===== config.mk =====
export PLATFORM = sky130hd
export DESIGN_NAME = i2c_am_top
export DESIGN_NICKNAME = d
export VERILOG_FILES = /design/src/rtl/i2c_am_pkg.sv /design/src/rtl/i2c_am_cond.sv /design/src/rtl/i2c_am_shift.sv /design/src/rtl/i2c_am_ctrl.sv /design/src/rtl/i2c_am_top.sv
export SDC_FILE = /design/constraint.sdc
export NUM_CORES = 1
export LEC_CHECK = 0
export BUFFER_PORTS_ARGS = -buffer_cell sky130_fd_sc_hd__buf_2
export CAP_MARGIN = 25
export CORE_MARGIN = 4
export CORE_UTILIZATION = 49
export CTS_CLUSTER_DIAMETER = 200
export DETAILED_ROUTE_END_ITERATION = 8
export GPL_ROUTABILITY_DRIVEN = 1
export PLACE_DENSITY = 0.83
export SLEW_MARGIN = 20
export SYNTH_ARGS = -nofsm -noshare
export SYNTH_HDL_FRONTEND = slang
export SYNTH_SLANG_ARGS = --single-unit

===== constraint.sdc =====
create_clock -name clk -period 1.9 [get_ports clk]
set_input_delay 0.19 -clock clk [delete_from_list [all_inputs] [get_ports clk]]
set_output_delay 0.19 -clock clk [all_outputs]
set_load 0.02 [all_outputs]

===== src/rtl/i2c_am_pkg.sv =====
package i2c_am_pkg;
  localparam int BYTE_W = 8;
  localparam int ADDR_W = 10;
  localparam int CNT_W  = $clog2(BYTE_W + 1);
  localparam logic [4:0] TENBIT_HDR = 5'b11110;

  typedef enum logic [1:0] {
    ST_IDLE,
    ST_ADDR1,
    ST_ADDR2,
    ST_DATA
  } am_state_t;
endpackage


===== src/rtl/i2c_am_cond.sv =====
module i2c_am_cond (
  input  logic clk,
  input  logic rst,
  input  logic scl_i,
  input  logic sda_i,
  output logic scl_rise,
  output logic scl_fall,
  output logic start_det,
  output logic stop_det
);
  logic scl_q, sda_q;

  always_ff @(posedge clk) begin
    if (rst) begin
      scl_q <= 1'b1;
      sda_q <= 1'b1;
    end else begin
      scl_q <= scl_i;
      sda_q <= sda_i;
    end
  end

  always_comb begin
    scl_rise  = scl_i & ~scl_q;
    scl_fall  = ~scl_i & scl_q;
    start_det = scl_i & scl_q & sda_q & ~sda_i;
    stop_det  = scl_i & scl_q & ~sda_q & sda_i;
  end
endmodule


===== src/rtl/i2c_am_shift.sv =====
module i2c_am_shift
  import i2c_am_pkg::*;
(
  input  logic              clk,
  input  logic              rst,
  input  logic              run,
  input  logic              abort,
  input  logic              scl_rise,
  input  logic              scl_fall,
  input  logic              sda_i,
  output logic              byte_done,
  output logic [BYTE_W-1:0] byte_val,
  output logic              ack_open,
  output logic              ack_close
);
  localparam logic [CNT_W-1:0] LAST_BIT = CNT_W'(BYTE_W - 1);
  localparam logic [CNT_W-1:0] FULL_CNT = CNT_W'(BYTE_W);

  logic [BYTE_W-1:0] sr;
  logic [CNT_W-1:0]  cnt;
  logic              in_ack;

  always_comb begin
    byte_val  = {sr[BYTE_W-2:0], sda_i};
    byte_done = run & scl_rise & ~in_ack & (cnt == LAST_BIT);
    ack_open  = run & scl_fall & ~in_ack & (cnt == FULL_CNT);
    ack_close = run & scl_fall & in_ack;
  end

  always_ff @(posedge clk) begin
    if (rst || abort) begin
      cnt    <= '0;
      in_ack <= 1'b0;
      if (rst) sr <= '0;
    end else if (run) begin
      if (scl_rise && !in_ack && cnt < FULL_CNT) begin
        sr  <= byte_val;
        cnt <= cnt + 1'b1;
      end
      if (ack_open) begin
        in_ack <= 1'b1;
      end else if (ack_close) begin
        in_ack <= 1'b0;
        cnt    <= '0;
      end
    end
  end
endmodule


===== src/rtl/i2c_am_ctrl.sv =====
module i2c_am_ctrl
  import i2c_am_pkg::*;
(
  input  logic              clk,
  input  logic              rst,
  input  logic              start_det,
  input  logic              stop_det,
  input  logic              byte_done,
  input  logic [BYTE_W-1:0] byte_val,
  input  logic              ack_open,
  input  logic              ack_close,
  input  logic [ADDR_W-1:0] own_addr,
  input  logic              addr_10bit,
  input  logic              gcall_en,
  input  logic              buf_rd,
  input  logic              ovf_clr,
  output logic              run,
  output logic              sda_pull,
  output logic [BYTE_W-1:0] rx_buf,
  output logic              buf_full,
  output logic              rx_ovf,
  output logic              irq,
  output logic              upd_addr,
  output logic              gcall_hit
);
  am_state_t st, nxt_st;
  logic      accept, gc_m, id_m, ack_d;

  always_comb begin
    gc_m   = 1'b0;
    id_m   = 1'b0;
    accept = 1'b0;
    nxt_st = ST_DATA;
    case (st)
      ST_ADDR1: begin
        gc_m = gcall_en && (byte_val == '0);
        if (addr_10bit)
          id_m = (byte_val == {TENBIT_HDR, own_addr[9:8], 1'b0});
        else
          id_m = (byte_val[BYTE_W-1:1] == own_addr[BYTE_W-2:0]);
        accept = gc_m | id_m;
        nxt_st = (addr_10bit && !gc_m) ? ST_ADDR2 : ST_DATA;
      end
      ST_ADDR2: accept = (byte_val == own_addr[BYTE_W-1:0]);
      ST_DATA:  accept = 1'b1;
      default:  accept = 1'b0;
    endcase
  end

  assign run = (st != ST_IDLE);

  always_ff @(posedge clk) begin
    if (rst) begin
      st        <= ST_IDLE;
      ack_d     <= 1'b0;
      sda_pull  <= 1'b0;
      rx_buf    <= '0;
      buf_full  <= 1'b0;
      rx_ovf    <= 1'b0;
      irq       <= 1'b0;
      upd_addr  <= 1'b0;
      gcall_hit <= 1'b0;
    end else begin
      irq <= 1'b0;
      if (buf_rd)  buf_full <= 1'b0;
      if (ovf_clr) rx_ovf   <= 1'b0;
      if (start_det || stop_det) begin
        st        <= start_det ? ST_ADDR1 : ST_IDLE;
        ack_d     <= 1'b0;
        sda_pull  <= 1'b0;
        upd_addr  <= 1'b0;
        gcall_hit <= 1'b0;
      end else begin
        if (byte_done) begin
          ack_d <= accept && !buf_full;
          if (accept && buf_full) begin
            rx_ovf <= 1'b1;
            st     <= ST_IDLE;
          end else if (accept) begin
            rx_buf   <= byte_val;
            buf_full <= 1'b1;
            st       <= nxt_st;
          end else begin
            st <= ST_IDLE;
          end
          if (st == ST_ADDR2) upd_addr <= 1'b0;
          if (st == ST_ADDR1 && !buf_full) begin
            gcall_hit <= gc_m;
            upd_addr  <= id_m && !gc_m && addr_10bit;
          end
        end
        if (ack_open) sda_pull <= ack_d;
        if (ack_close) begin
          sda_pull <= 1'b0;
          irq      <= ack_d;
          ack_d    <= 1'b0;
        end
      end
    end
  end
endmodule


===== src/rtl/i2c_am_top.sv =====
module i2c_am_top
  import i2c_am_pkg::*;
(
  input  logic              clk,
  input  logic              rst,
  input  logic              scl_i,
  input  logic              sda_i,
  input  logic [ADDR_W-1:0] own_addr,
  input  logic              addr_10bit,
  input  logic              gcall_en,
  input  logic              buf_rd,
  input  logic              ovf_clr,
  output logic              sda_pull,
  output logic [BYTE_W-1:0] rx_buf,
  output logic              buf_full,
  output logic              rx_ovf,
  output logic              irq,
  output logic              upd_addr,
  output logic              gcall_hit
);
  logic scl_rise, scl_fall, start_det, stop_det;
  logic run, byte_done, ack_open, ack_close;
  logic [BYTE_W-1:0] byte_val;

  i2c_am_cond u_cond (
    .clk(clk), .rst(rst), .scl_i(scl_i), .sda_i(sda_i),
    .scl_rise(scl_rise), .scl_fall(scl_fall),
    .start_det(start_det), .stop_det(stop_det)
  );

  i2c_am_shift u_shift (
    .clk(clk), .rst(rst), .run(run), .abort(start_det | stop_det),
    .scl_rise(scl_rise), .scl_fall(scl_fall), .sda_i(sda_i),
    .byte_done(byte_done), .byte_val(byte_val),
    .ack_open(ack_open), .ack_close(ack_close)
  );

  i2c_am_ctrl u_ctrl (
    .clk(clk), .rst(rst), .start_det(start_det), .stop_det(stop_det),
    .byte_done(byte_done), .byte_val(byte_val),
    .ack_open(ack_open), .ack_close(ack_close),
    .own_addr(own_addr), .addr_10bit(addr_10bit), .gcall_en(gcall_en),
    .buf_rd(buf_rd), .ovf_clr(ovf_clr), .run(run),
    .sda_pull(sda_pull), .rx_buf(rx_buf), .buf_full(buf_full),
    .rx_ovf(rx_ovf), .irq(irq), .upd_addr(upd_addr), .gcall_hit(gcall_hit)
  );
endmodule


==> impl_metrics.csv <==
group,metric,value,unit
setup_path,r2r_end,"u_ctrl.rx_buf[0]",
setup_path,rr_startpoint,"u_shift.sr[0]",
finish,drive_gt1_frac,0.341,
min_path,hold_path_class,"input port to register",
clock_tree,cts.path.max_buffers,2,
finish,fillers,243,
timing,period_share,0.990,
logic_synthesis,avgSynthCellArea,9.34,um^2
finish,diodes,0,
timing,skew,13.4,ps
detailed_routing,drtPass1Iterations,4,
job,max_cap_violations,0,
detailed_routing,drc_errors,0,
clock_tree,clkSinkCount,31,
place,dpl.hpwl,2600,um
detailed_routing,vias,1369,
detailed_routing,wirelength,3680,um
place,gp_congestion,0.786,
timing,finalSetupViolations,0,
clock_tree,cts_tree,"built",
setup_path,worstSetupStartpointType,"register",
finish,nNetsFinal,245,
timing,tns,0,ps
min_path,hold_depth,3,
finish,instances_no_fill,270,
logic_synthesis,synthTopCellsByArea,"dfxtp_1 (29%), edfxtp_1 (13%), nand2b_1 (6.5%), xnor2_1 (5.9%), mux2i_1 (5.5%)",
detailed_routing,final_antenna_net_count,0,
floorplan,row_count,20,
setup_path,critPathCaptureType,"register",
logic_synthesis,synth_top_area_frac,0.294,
logic_synthesis,ys.warnings.count,0,
setup_path,crit_type,"register to register",
global_route,grt_overflow,0,
timing,slew_violations,0,
detailed_routing,wl_per_cell,13.6,um
pwr,leakage,0.000836,uW
logic_synthesis,yosys-top-cells-count,"dfxtp_1 (24), nand2b_1 (17), nor2_1 (16)",
logic_synthesis,synth-edff-count,7,
global_route,antenna_found_initial,0,
clock_tree,cts-htree-levels,2,
logic_synthesis,synthFlopType,"dfxtp_1",
logic_synthesis,synth_largest_area_cell,"dfxtp_1",
clock_tree,clkSlewWorstSetupHoldPaths,100,ps
logic_synthesis,async_flop_share,0,
setup_path,max_stage_delay,550,ps
pwr,peakVddDrop,0.291,mV
logic_synthesis,synth_cells,175,
setup_path,critPathSlowestCell,"edfxtp_1",
timing,rsz0062_at_grt,"true",
status,status,"finished, final reports clean",
logic_synthesis,syn-cell-area,0.00164,mm^2
clock_tree,insertion_delay,330,ps
floorplan,coreArea,0.00313,mm^2
timing,slew_headroom,0.745,
clock_tree,cts_root_buf,"clkbuf_4",
global_route,grt.total_usage,0.168,
place,placed_cells,255,
min_path,hold_end,"u_ctrl.rx_ovf",
global_route,grt_pass1_wl,5670,um
timing,hold_violations,0,
min_path,hp-start,"ovf_clr",
logic_synthesis,ys_seq_area_frac,0.422,
setup_path,cp_cell_sequence,"xor2_1 > or4_4 > nand3_2 > o21a_1 > buf_12 > mux2i_1",
floorplan,dieArea,0.00433,mm^2
timing,whs,110,ps
floorplan,start_util,0.523,
timing,max_freq,531,MHz
global_route,grt_max_degree,26,
setup_path,rr_worst_depth,6,
finish,layout-area-overhead-vs-synth,27.5,%
setup_path,crit_arrival,2140,ps
logic_synthesis,ys_seq_elements,31,
setup_path,crit_fanout,8,
global_route,grt_pass1_vias,1298,
setup_path,worst-endpoint-required,2150,ps
place,portBuffers,31,
clock_tree,cts_inserted_buffers,5,
logic_synthesis,synth_nets,195,
setup_path,ff2ff_setup_slack,20,ps
timing,worstMarginPinSlew,378,ps
floorplan,die_height,65.8,um
floorplan,ios,32,
timing,finalCriticalPeriod,1880,ps
clock_tree,hold_buffers,0,
pwr,power.density,619,mW/mm^2
detailed_routing,drt_iter0_markers,76,
detailed_routing,vias_per_cell,5.07,
logic_synthesis,synth_most_common_cell,"dfxtp_1",
logic_synthesis,ys_types,40,
floorplan,die_x,65.8,um
## critical path: cells and delay by family, from the launching register on
family	cells	cell delay, ps
xor+xnor	1	220
mux	1	170
flops	1	550
simple gates	2	550
buf+inv	1	140
compound gates	1	180
## area by class of cell
type,count,area [um^2],share of cell area
clock buffer,7,55.1,0.0264
clock inverter,1,5.00,0.00240
timing repair buffer,49,314,0.151
multi-input combinational,134,950,0.456
tap,44,55.1,0.0264
inverter,4,15.0,0.00720
sequential,31,691,0.331
## worst max-delay path by stage
stage / startpoint / to / slack (ps) / cells after the start
floorplan: u_shift.sr[1] / u_ctrl.rx_buf[0] / 80 / 7
global placement: u_shift.sr[0] / u_ctrl.rx_buf[4] / 80 / 7
detailed placement: u_shift.sr[0] / u_ctrl.rx_buf[0] / 70 / 7
CTS: u_shift.sr[0] / u_ctrl.rx_buf[0] / 40 / 7
global route: u_shift.sr[1] / u_ctrl.rx_buf[2] / -130 / 8
finish: u_shift.sr[0] / u_ctrl.rx_buf[0] / 20 / 6
## kinds of logic after synthesis
| kind of cell | share of synthesized area |
|---|---|
| flops | 0.422 |
| compound gates | 0.0597 |
| buf+inv | 0.0383 |
| fa+ha+maj | 0.0153 |
| mux | 0.0551 |
| simple gates | 0.302 |
| xor+xnor | 0.107 |
## power breakdown
group,total [uW],leakage (uW),switching [uW],internal [uW]
Combinational,186,0.000535,93.5,92.6
Clock,401,0.0000353,222,179
Sequential,703,0.000266,13.4,690
Total,1290,0.000836,329,961
## metal layers
| metal | wire (um) | GRT usage | vias to the layer above | part of all wire |
|---|---|---|---|---|
| met1 | 1670 | 0.215 | 638 | 0.45 |
| li1 | - | - | 689 | - |
| met5 | 0 | 0 | - | 0 |
| met3 | 161 | 0.0425 | 9 | 0.044 |
| met4 | 90 | 0.0544 | 0 | 0.024 |
| met2 | 1750 | 0.274 | 33 | 0.48 |
## state kept, by name, summed over array words and instances, names as in the netlist
signal / count
u_shift.cnt: 4
u_cond.sda_q: 1
u_ctrl.gcall_hit: 1
u_shift.sr: 7
u_ctrl.upd_addr: 1
u_ctrl.buf_full: 1
u_ctrl.irq: 1
u_cond.scl_q: 1
u_ctrl.sda_pull: 1
u_ctrl.st: 2
u_shift.in_ack: 1
u_ctrl.ack_d: 1
u_ctrl.rx_buf: 8
u_ctrl.rx_ovf: 1
## what timing repair did
action	4_1_cts	5_1_grt
gates resized for setup	0	17
buffers inserted	0	7
setup endpoints to repair	0	11
## placed cells by master (no fill, tap or decap), types with 2 or more instances in the layout
cell,instances
and2_2,2
and2_1,6
nand2_1,13
a21oi_1,9
buf_2,31
dfxtp_1,24
inv_1,4
nand3_2,2
edfxtp_1,7
nand4_1,4
xor2_1,7
nor3_1,3
buf_4,14
o21ai_0,4
mux2i_1,9
nor2_1,13
or2_2,3
ha_1,2
or2b_1,4
or3_1,2
buf_6,3
clkbuf_4,5
nand2b_1,16
xor2_2,2
xnor2_1,11
nor2_2,3
## stage by stage
stage	area [um^2]	worst slack, ps	utilization	total power [uW]
after detailed placement	1890	65.3	0.605	874
after global routing	2080	-127	0.666	1350
after global placement	1890	75.0	0.605	870
after floorplan	1640	81.4	-	814
final	2080	18.2	0.666	1290
after CTS	1950	42.8	0.624	1270
Power figures use the tool's default switching activity.
